[src/rtl/evcnt_pkg.sv]
package evcnt_pkg;
    localparam int CODE_W = 16;
    localparam logic [CODE_W-1:0] CODE_CYCLES = 16'h0000;
    localparam logic [CODE_W-1:0] CODE_STOP   = 16'hFFFF;
    localparam int SPAN_BIT = 29;

    // word offsets (byte address >> 2)
    localparam int WA_TYP  = 'h100;
    localparam int WA_SMR  = 'h280;
    localparam int WA_CENS = 'h300;
    localparam int WA_CENC = 'h308;
    localparam int WA_IENS = 'h310;
    localparam int WA_IENC = 'h318;
    localparam int WA_OVC  = 'h320;
    localparam int WA_OVS  = 'h330;
    localparam int WA_CFG  = 'h380;
    localparam int WA_CTL  = 'h381;
    localparam int WA_ICT  = 'h394;

    typedef enum logic {
        BUS_IDLE = 1'b0,
        BUS_RESP = 1'b1
    } bus_state_e;
endpackage

[src/rtl/evcnt_sid_match.sv]
module evcnt_sid_match #(
    parameter int SID_W = 16
) (
    input  logic             span,
    input  logic [SID_W-1:0] pattern,
    input  logic [SID_W-1:0] sid,
    output logic             hit
);
    logic [SID_W-1:0] dont_care;
    logic [SID_W-1:0] care;

    always_comb begin
        // lowest zero bit of the pattern and everything below it
        dont_care = pattern ^ (pattern + SID_W'(1));
        care      = span ? ~dont_care : {SID_W{1'b1}};
        hit       = ((sid ^ pattern) & care) == '0;
    end
endmodule

[src/rtl/evcnt_slice.sv]
module evcnt_slice
    import evcnt_pkg::*;
#(
    parameter int CTR_W = 32,
    parameter int LANES = 2,
    parameter int SID_W = 16
) (
    input  logic                    clk,
    input  logic                    rst_n,
    input  logic                    run,
    input  logic                    wr_lo,
    input  logic                    wr_hi,
    input  logic                    wr_typ,
    input  logic                    wr_smr,
    input  logic [31:0]             wdata,
    input  logic                    eff_span,
    input  logic [SID_W-1:0]        eff_smr,
    input  logic [LANES-1:0]        ev_valid,
    input  logic [LANES*CODE_W-1:0] ev_code,
    input  logic [LANES*SID_W-1:0]  ev_sid,
    output logic [CTR_W-1:0]        cnt_q,
    output logic [CODE_W-1:0]       code_q,
    output logic                    span_q,
    output logic [SID_W-1:0]        smr_q,
    output logic                    wrap
);
    localparam int INC_W = $clog2(LANES + 2);
    localparam int LO_W  = (CTR_W > 32) ? 32 : CTR_W;

    logic [LANES-1:0] sid_hit;
    logic [INC_W-1:0] inc;
    logic [CTR_W:0]   sum;
    logic [CTR_W-1:0] wr_val;
    logic [CTR_W-1:0] cnt_d;
    logic             any_wr;
    logic             unused_slice;

    assign unused_slice = ^{wdata[31:30], wdata[28:16], wr_hi};
    assign any_wr = wr_lo | wr_hi;

    for (genvar l = 0; l < LANES; l++) begin : g_lane
        evcnt_sid_match #(.SID_W(SID_W)) u_match (
            .span    (eff_span),
            .pattern (eff_smr),
            .sid     (ev_sid[l*SID_W +: SID_W]),
            .hit     (sid_hit[l])
        );
    end

    if (CTR_W > 32) begin : g_wide
        always_comb begin
            wr_val = cnt_q;
            if (wr_lo) wr_val[31:0] = wdata;
            if (wr_hi) wr_val[CTR_W-1:32] = wdata[CTR_W-33:0];
        end
    end else begin : g_narrow
        assign wr_val = wdata[CTR_W-1:0];
    end

    always_comb begin
        inc = '0;
        if (code_q == CODE_CYCLES) begin
            inc = INC_W'(1);
        end else if (code_q != CODE_STOP) begin
            for (int l = 0; l < LANES; l++) begin
                if (ev_valid[l] && sid_hit[l] &&
                    ev_code[l*CODE_W +: CODE_W] == code_q)
                    inc = inc + INC_W'(1);
            end
        end
        sum = {1'b0, cnt_q} + (CTR_W+1)'(inc);
        if (any_wr)   cnt_d = wr_val;
        else if (run) cnt_d = sum[CTR_W-1:0];
        else          cnt_d = cnt_q;
        wrap = run && !any_wr && sum[CTR_W];
    end

    always_ff @(posedge clk) begin
        if (!rst_n) begin
            cnt_q  <= '0;
            code_q <= CODE_CYCLES;
            span_q <= 1'b0;
            smr_q  <= {SID_W{1'b1}};
        end else begin
            cnt_q <= cnt_d;
            if (wr_typ) begin
                code_q <= wdata[CODE_W-1:0];
                span_q <= wdata[SPAN_BIT];
            end
            if (wr_smr) smr_q <= wdata[SID_W-1:0];
        end
    end

    // a stopped or disabled counter holds its value
    a_r3_hold_when_idle: assert property (@(posedge clk) disable iff (!rst_n)
        (!run && !any_wr) |=> $stable(cnt_q));

    // stop code freezes the counter
    a_r7_stop_code: assert property (@(posedge clk) disable iff (!rst_n)
        (code_q == CODE_STOP && !any_wr) |=> $stable(cnt_q));

    // software write wins over a same-cycle increment
    a_r9_write_wins: assert property (@(posedge clk) disable iff (!rst_n)
        wr_lo |=> cnt_q[LO_W-1:0] == $past(wdata[LO_W-1:0]));

    // a carry leaves a smaller value behind
    a_r10_wrap_goes_low: assert property (@(posedge clk) disable iff (!rst_n)
        wrap |=> cnt_q < $past(cnt_q));
endmodule

[src/rtl/evcnt_group.sv]
module evcnt_group
    import evcnt_pkg::*;
#(
    parameter int NUM_CTR       = 4,
    parameter int CTR_W         = 32,
    parameter int LANES         = 2,
    parameter int SID_W         = 16,
    parameter int ADDR_W        = 12,
    parameter bit GLOBAL_FILTER = 1'b0
) (
    input  logic                    clk,
    input  logic                    rst_n,
    input  logic                    bus_req,
    input  logic                    bus_we,
    input  logic [ADDR_W-1:0]       bus_addr,
    input  logic [31:0]             bus_wdata,
    output logic [31:0]             bus_rdata,
    output logic                    bus_rvalid,
    input  logic [LANES-1:0]        ev_valid,
    input  logic [LANES*CODE_W-1:0] ev_code,
    input  logic [LANES*SID_W-1:0]  ev_sid,
    output logic                    irq
);
    localparam int WPC  = (CTR_W > 32) ? 2 : 1;
    localparam int WA_W = ADDR_W - 2;

    bus_state_e state_q, state_d;

    logic [WA_W-1:0]    wa;
    logic               wr_go, rd_go;
    logic [NUM_CTR-1:0] mask;
    logic [NUM_CTR-1:0] cnt_wr_lo, cnt_wr_hi, typ_wr, smr_wr;
    logic               cen_set, cen_clr, ien_set, ien_clr;
    logic               ovs_clr, ovs_set, ctl_wr, ict_wr;
    logic [NUM_CTR-1:0] cen_q, inten_q, ovs_q, wrap_vec;
    logic               run_q, irq_ctl_q;
    logic [31:0]        rd_word, rdata_q, cfg_word;
    logic               unused_top;

    logic [CTR_W-1:0]  cnt_arr  [NUM_CTR];
    logic [CODE_W-1:0] code_arr [NUM_CTR];
    logic              span_arr [NUM_CTR];
    logic [SID_W-1:0]  smr_arr  [NUM_CTR];

    assign wa         = bus_addr[ADDR_W-1:2];
    assign unused_top = ^bus_addr[1:0];
    assign wr_go      = bus_req & bus_we;
    assign rd_go      = bus_req & ~bus_we;
    assign mask       = bus_wdata[NUM_CTR-1:0];

    // ---------------- write decode ----------------
    always_comb begin
        cnt_wr_lo = '0;
        cnt_wr_hi = '0;
        typ_wr    = '0;
        smr_wr    = '0;
        for (int n = 0; n < NUM_CTR; n++) begin
            if (wr_go && int'(wa) == n*WPC)              cnt_wr_lo[n] = 1'b1;
            if (WPC == 2 && wr_go && int'(wa) == n*WPC+1) cnt_wr_hi[n] = 1'b1;
            if (wr_go && int'(wa) == WA_TYP + n)          typ_wr[n]    = 1'b1;
            if (wr_go && int'(wa) == WA_SMR + n)          smr_wr[n]    = 1'b1;
        end
        cen_set = wr_go && int'(wa) == WA_CENS;
        cen_clr = wr_go && int'(wa) == WA_CENC;
        ien_set = wr_go && int'(wa) == WA_IENS;
        ien_clr = wr_go && int'(wa) == WA_IENC;
        ovs_clr = wr_go && int'(wa) == WA_OVC;
        ovs_set = wr_go && int'(wa) == WA_OVS;
        ctl_wr  = wr_go && int'(wa) == WA_CTL;
        ict_wr  = wr_go && int'(wa) == WA_ICT;
    end

    // ---------------- counter slices ----------------
    for (genvar n = 0; n < NUM_CTR; n++) begin : g_ctr
        localparam int FSRC = GLOBAL_FILTER ? 0 : n;
        logic             eff_span;
        logic [SID_W-1:0] eff_smr;
        assign eff_span = span_arr[FSRC];
        assign eff_smr  = smr_arr[FSRC];

        evcnt_slice #(.CTR_W(CTR_W), .LANES(LANES), .SID_W(SID_W)) u_slice (
            .clk      (clk),
            .rst_n    (rst_n),
            .run      (run_q & cen_q[n]),
            .wr_lo    (cnt_wr_lo[n]),
            .wr_hi    (cnt_wr_hi[n]),
            .wr_typ   (typ_wr[n]),
            .wr_smr   (smr_wr[n]),
            .wdata    (bus_wdata),
            .eff_span (eff_span),
            .eff_smr  (eff_smr),
            .ev_valid (ev_valid),
            .ev_code  (ev_code),
            .ev_sid   (ev_sid),
            .cnt_q    (cnt_arr[n]),
            .code_q   (code_arr[n]),
            .span_q   (span_arr[n]),
            .smr_q    (smr_arr[n]),
            .wrap     (wrap_vec[n])
        );
    end

    // ---------------- group bitmaps and controls ----------------
    always_ff @(posedge clk) begin
        if (!rst_n) begin
            cen_q     <= '0;
            inten_q   <= '0;
            ovs_q     <= '0;
            run_q     <= 1'b0;
            irq_ctl_q <= 1'b0;
        end else begin
            cen_q   <= (cen_q | (cen_set ? mask : '0)) & ~(cen_clr ? mask : '0);
            inten_q <= (inten_q | (ien_set ? mask : '0)) & ~(ien_clr ? mask : '0);
            ovs_q   <= (ovs_q & ~(ovs_clr ? mask : '0)) | (ovs_set ? mask : '0) | wrap_vec;
            if (ctl_wr) run_q     <= bus_wdata[0];
            if (ict_wr) irq_ctl_q <= bus_wdata[0];
        end
    end

    assign irq = irq_ctl_q & (|(ovs_q & inten_q));

    // ---------------- read mux ----------------
    always_comb begin
        cfg_word        = '0;
        cfg_word[5:0]   = 6'(NUM_CTR - 1);
        cfg_word[13:8]  = 6'(CTR_W - 1);
        cfg_word[23]    = GLOBAL_FILTER;
    end

    always_comb begin
        logic [63:0] cnt_ext;
        rd_word = '0;
        for (int n = 0; n < NUM_CTR; n++) begin
            cnt_ext = 64'(cnt_arr[n]);
            if (int'(wa) == n*WPC)                rd_word = cnt_ext[31:0];
            if (WPC == 2 && int'(wa) == n*WPC+1)  rd_word = cnt_ext[63:32];
            if (int'(wa) == WA_TYP + n) begin
                rd_word           = 32'(code_arr[n]);
                rd_word[SPAN_BIT] = span_arr[n];
            end
            if (int'(wa) == WA_SMR + n)           rd_word = 32'(smr_arr[n]);
        end
        case (int'(wa))
            WA_CENS, WA_CENC: rd_word = 32'(cen_q);
            WA_IENS, WA_IENC: rd_word = 32'(inten_q);
            WA_OVS, WA_OVC:   rd_word = 32'(ovs_q);
            WA_CFG:           rd_word = cfg_word;
            WA_CTL:           rd_word = 32'(run_q);
            WA_ICT:           rd_word = 32'(irq_ctl_q);
            default: ;
        endcase
    end

    // ---------------- read response state machine ----------------
    always_comb begin
        state_d = state_q;
        unique case (state_q)
            BUS_IDLE: state_d = rd_go ? BUS_RESP : BUS_IDLE;
            BUS_RESP: state_d = rd_go ? BUS_RESP : BUS_IDLE;
        endcase
    end

    always_ff @(posedge clk) begin
        if (!rst_n) begin
            state_q <= BUS_IDLE;
            rdata_q <= '0;
        end else begin
            state_q <= state_d;
            if (rd_go) rdata_q <= rd_word;
        end
    end

    always_comb begin
        bus_rvalid = (state_q == BUS_RESP);
        bus_rdata  = rdata_q;
    end

    // response strobe timing
    a_r12_resp_after_read: assert property (@(posedge clk) disable iff (!rst_n)
        rd_go |=> bus_rvalid);
    a_r12_quiet_otherwise: assert property (@(posedge clk) disable iff (!rst_n)
        !rd_go |=> !bus_rvalid);

    // overflow bits persist until cleared
    a_r10_ovs_sticky: assert property (@(posedge clk) disable iff (!rst_n)
        !ovs_clr |=> ((ovs_q & $past(ovs_q)) == $past(ovs_q)));

    // an enabled wrap raises the interrupt on the next cycle
    a_r11_wrap_raises_irq: assert property (@(posedge clk) disable iff (!rst_n)
        (irq_ctl_q && |(wrap_vec & inten_q) && !wr_go) |=> irq);
endmodule

[config.mk]
export PLATFORM = sky130hd
export DESIGN_NAME = evcnt_group
export DESIGN_NICKNAME = d
export VERILOG_FILES = /design/src/rtl/evcnt_pkg.sv /design/src/rtl/evcnt_sid_match.sv /design/src/rtl/evcnt_slice.sv /design/src/rtl/evcnt_group.sv
export SDC_FILE = /design/constraint.sdc
export NUM_CORES = 1
export LEC_CHECK = 0
export BUFFER_PORTS_ARGS = -buffer_cell sky130_fd_sc_hd__buf_4
export CAP_MARGIN = 10
export CORE_ASPECT_RATIO = 0.8
export CORE_MARGIN = 8
export CORE_UTILIZATION = 55
export DETAILED_ROUTE_END_ITERATION = 7
export PLACE_DENSITY = 0.72
export SYNTH_ARGS = -nofsm -noshare
export SYNTH_HDL_FRONTEND = slang
export SYNTH_SLANG_ARGS = --single-unit
[constraint.sdc]
create_clock -name clk -period 14.35 [get_ports clk]
set_clock_uncertainty 0.05 [all_clocks]
set_input_delay 1.435 -clock clk [delete_from_list [all_inputs] [get_ports clk]]
set_output_delay 1.435 -clock clk [all_outputs]
set_load 0.1 [all_outputs]
==> flow_summary.ini <==
[setup_path]
cp_max_fo = 12
slowest_delay_ns = 0.79
required_ns = 14.79
slowest_stage = nor4b_1
cp_common_cell = ha_1
crit_arrival_ns = 7.17
worstPathCellList = ha_1 -> nand2_1 -> nor2_1 -> o22ai_1 -> nor4_1 -> nand4_1 -> nor3_1 -> ha_1 -> inv_1 -> o21ai_0 -> ha_1 -> inv_1 -> fa_1 -> nor4_1 -> buf_4 -> nor4b_1 -> nand4_1 -> a21oi_1
start_kind = flip-flop
endpoint_kind = flip-flop
cp.buffers_inverters = 3
cp_top_family = simple AND/OR/NAND/NOR gates
crit_type = flip-flop to flip-flop

[clock_tree]
insertion_delay_ns = 0.59
clk_path_buf_depth = 3
root_buffer = clkbuf_16
ctsHoldBuffers = 0
cts.repair.resized = 0
post_cts_buffers = 0
htree_levels = 1
cts_inserted_buffers = 31
clock-sinks = 307
cts_tree = yes
clkTransAtPathRegs_ns = 0.06

[global_route]
antenna_found_initial = 0
track_usage = 0.409
grt_pass1_wl_mm = 136
grt_max_degree = 116
grt_pass1_vias = 20100
grt_overflow = 0

[timing]
hold_viol = 0
fin_tns_setup_ns = 0
finalCritPeriodShare = 0.469
max_freq_mhz = 149
holdWs_ns = 0.400
report.final.setup_viol = 0
min_period_ns = 6.73
tightest_slew_ns = 1.26
drv_slew = 0
relSlewSlack = 0.158
rsz0062_at_grt = false
setup_ws_ns = 7.62

[synth]
synth_top_area_cell = dfxtp_1
synth_edf_count = 0
synth.avg_cell_area_um2 = 7.52
synthArstFlopShare = 0
yosysUniqueCellTypes = 80
synthesis.area_um2 = 20700
yosys.area.top_type_share = 0.296
synthTopCellsByArea = dfxtp_1 30%, xor2_1 7.6%, xnor2_1 7.4%
synth_ff_type = dfxtp_1
syn_inst = 2758
synth-warning-count = 0
synth_seq_cells = 307
yosysSeqAreaShare = 0.296
syn_nets = 2893

[routing]
drt_iter0_markers = 3799
wl_mm = 94.8
drt-vias-per-instance = 7.03
drc = 1
first_pass_iters = 8
vias = 22400
routedWlPerCell_um = 29.7
antenna_left = 0

[layout]
mostFrequentLayoutCell = nand2_1
nets = 2811
most-common-layout-cells = 393 x nand2_1, 307 x dfxtp_1, 186 x nor2_1
fill_cells = 3385
fin_cells = 3187
syn2layout_area_growth_pct = 9.00
drive_above_1_share = 0.103

[floorplanning]
dieArea_um2 = 44200
die_y_um = 190
num_io_pins = 148
fp.dieW_um = 233
coreArea_um2 = 37100
initial_core_util = 0.559
num_rows = 63

[power]
ir_worst_vdd_mv = 0.114
finalPower_w = 0.00192
p_per_area_nw_per_um2 = 84.8
p_leak_nw = 7.95

[min_path]
hold_class = flip-flop to flip-flop

[placement]
io_buffers = 145
gp_congestion = 1.08
dp_cells = 3128
preCtsSetupSlack_ns = 7.15
hpwl_mm = 69.5

[run]
drv_cap = 0

[status]
status = complete, but fails checks
failed_checks = design-rule violations
power breakdown:
| group | switching [W] | internal [W] |
|---|---|---|
| sequential | 0.000000996 | 0.000853 |
| clock | 0.000359 | 0.000505 |
| combinational | 0.000141 | 0.0000584 |
| total | 0.000501 | 0.00142 |
final timing paths:
| path | to | depth (start not counted) | slack, ns | start |
|---|---|---|---|---|
| setup reg to reg | ovs_q[2] | 18 | 7.62 | g_ctr[2].u_slice.smr_q[0] |
| setup / recovery | ovs_q[2] | 18 | 7.62 | g_ctr[2].u_slice.smr_q[0] |
| hold / removal | bus_rdata[29] | 2 | 0.40 | bus_rdata[29] |
| hold reg to reg | bus_rdata[29] | 2 | 0.40 | bus_rdata[29] |
layout make-up:
cell class	count	area (um2)	area share
Tap cell	487	609	0.0269
Clock inverter	8	118	0.00520
Inverter	38	148	0.00653
Timing Repair Buffer	166	1260	0.0557
Sequential cell	307	6150	0.272
Multi-Input combinational cell	2132	13400	0.592
Clock buffer	48	950	0.0420
Antenna cell	1	2.50	0.000111
layer usage:
metal / vias to the layer above / part of all wire / track usage / wire length, um
met5: - / 0 / 0 / 0
li1: 9715 / - / - / -
met4: 0 / 0.034 / 0.118 / 3220
met1: 10700 / 0.40 / 0.589 / 38400
met2: 1781 / 0.38 / 0.544 / 36500
met3: 237 / 0.18 / 0.170 / 16700
worst reg2reg max path: stages (launching register included):
cell     delay [ns]
dfxtp_1        0.77
ha_1           0.48
nand2_1        0.22
nor2_1         0.34
o22ai_1        0.23
nor4_1         0.68
nand4_1        0.22
nor3_1         0.21
ha_1           0.27
inv_1          0.07
o21ai_0        0.37
ha_1           0.25
inv_1          0.06
fa_1           0.44
nor4_1         0.39
buf_4          0.23
nor4b_1        0.79
nand4_1        0.35
a21oi_1        0.22
registers in the layout, indices dropped and copies added (netlist names):
signal                cells
inten_q                   4
irq_ctl_q                 1
ovs_q                     4
run_q                     1
g_ctr.u_slice.code_q     64
g_ctr.u_slice.cnt_q     128
cen_q                     4
bus_rvalid                1
g_ctr.u_slice.smr_q      64
g_ctr.u_slice.span_q      4
bus_rdata                32
synth_stat cells, types with 7 or more instances:
cell	instances
ha_1	17
buf_4	7
mux2i_1	24
a2bb2oi_1	9
nand2b_1	11
nor3_1	40
and3_1	40
dfxtp_1	307
o22ai_1	32
and4_1	15
clkbuf_1	226
o211ai_1	13
nand2_1	395
o21ai_0	111
xor2_1	179
buf_2	28
a22o_1	10
nor2b_1	13
buf_1	18
nor4_1	59
a311oi_1	9
nor2_1	186
nand4_1	87
or2_2	9
xnor2_1	175
inv_1	37
a2111oi_0	7
a22oi_1	47
mux4_2	7
mux2_2	16
a31oi_1	29
a221oi_1	13
and2_1	12
or4_1	9
a32oi_1	21
a21oi_1	176
nand3_1	145
nand3b_1	7
o221ai_1	8
or3_1	9
a211oi_1	88
o31ai_1	8
per-stage QoR:
stage / utilization / area (um2)
after global placement: 0.580 / 21500
after CTS: 0.608 / 22600
after global routing: 0.609 / 22600
after floorplan: - / 20700
final: 0.609 / 22600
after detailed placement: 0.580 / 21500
cell families after synthesis:
kind of cell	synth area share
xor gates and xnor gates	0.149
DFF	0.296
muxes	0.0279
and+or+nand+nor	0.253
AOI/OAI and AO/OA	0.199
buffers and inverters	0.0608
adders and majority gates	0.0141
Power figures use the tool's default switching activity.
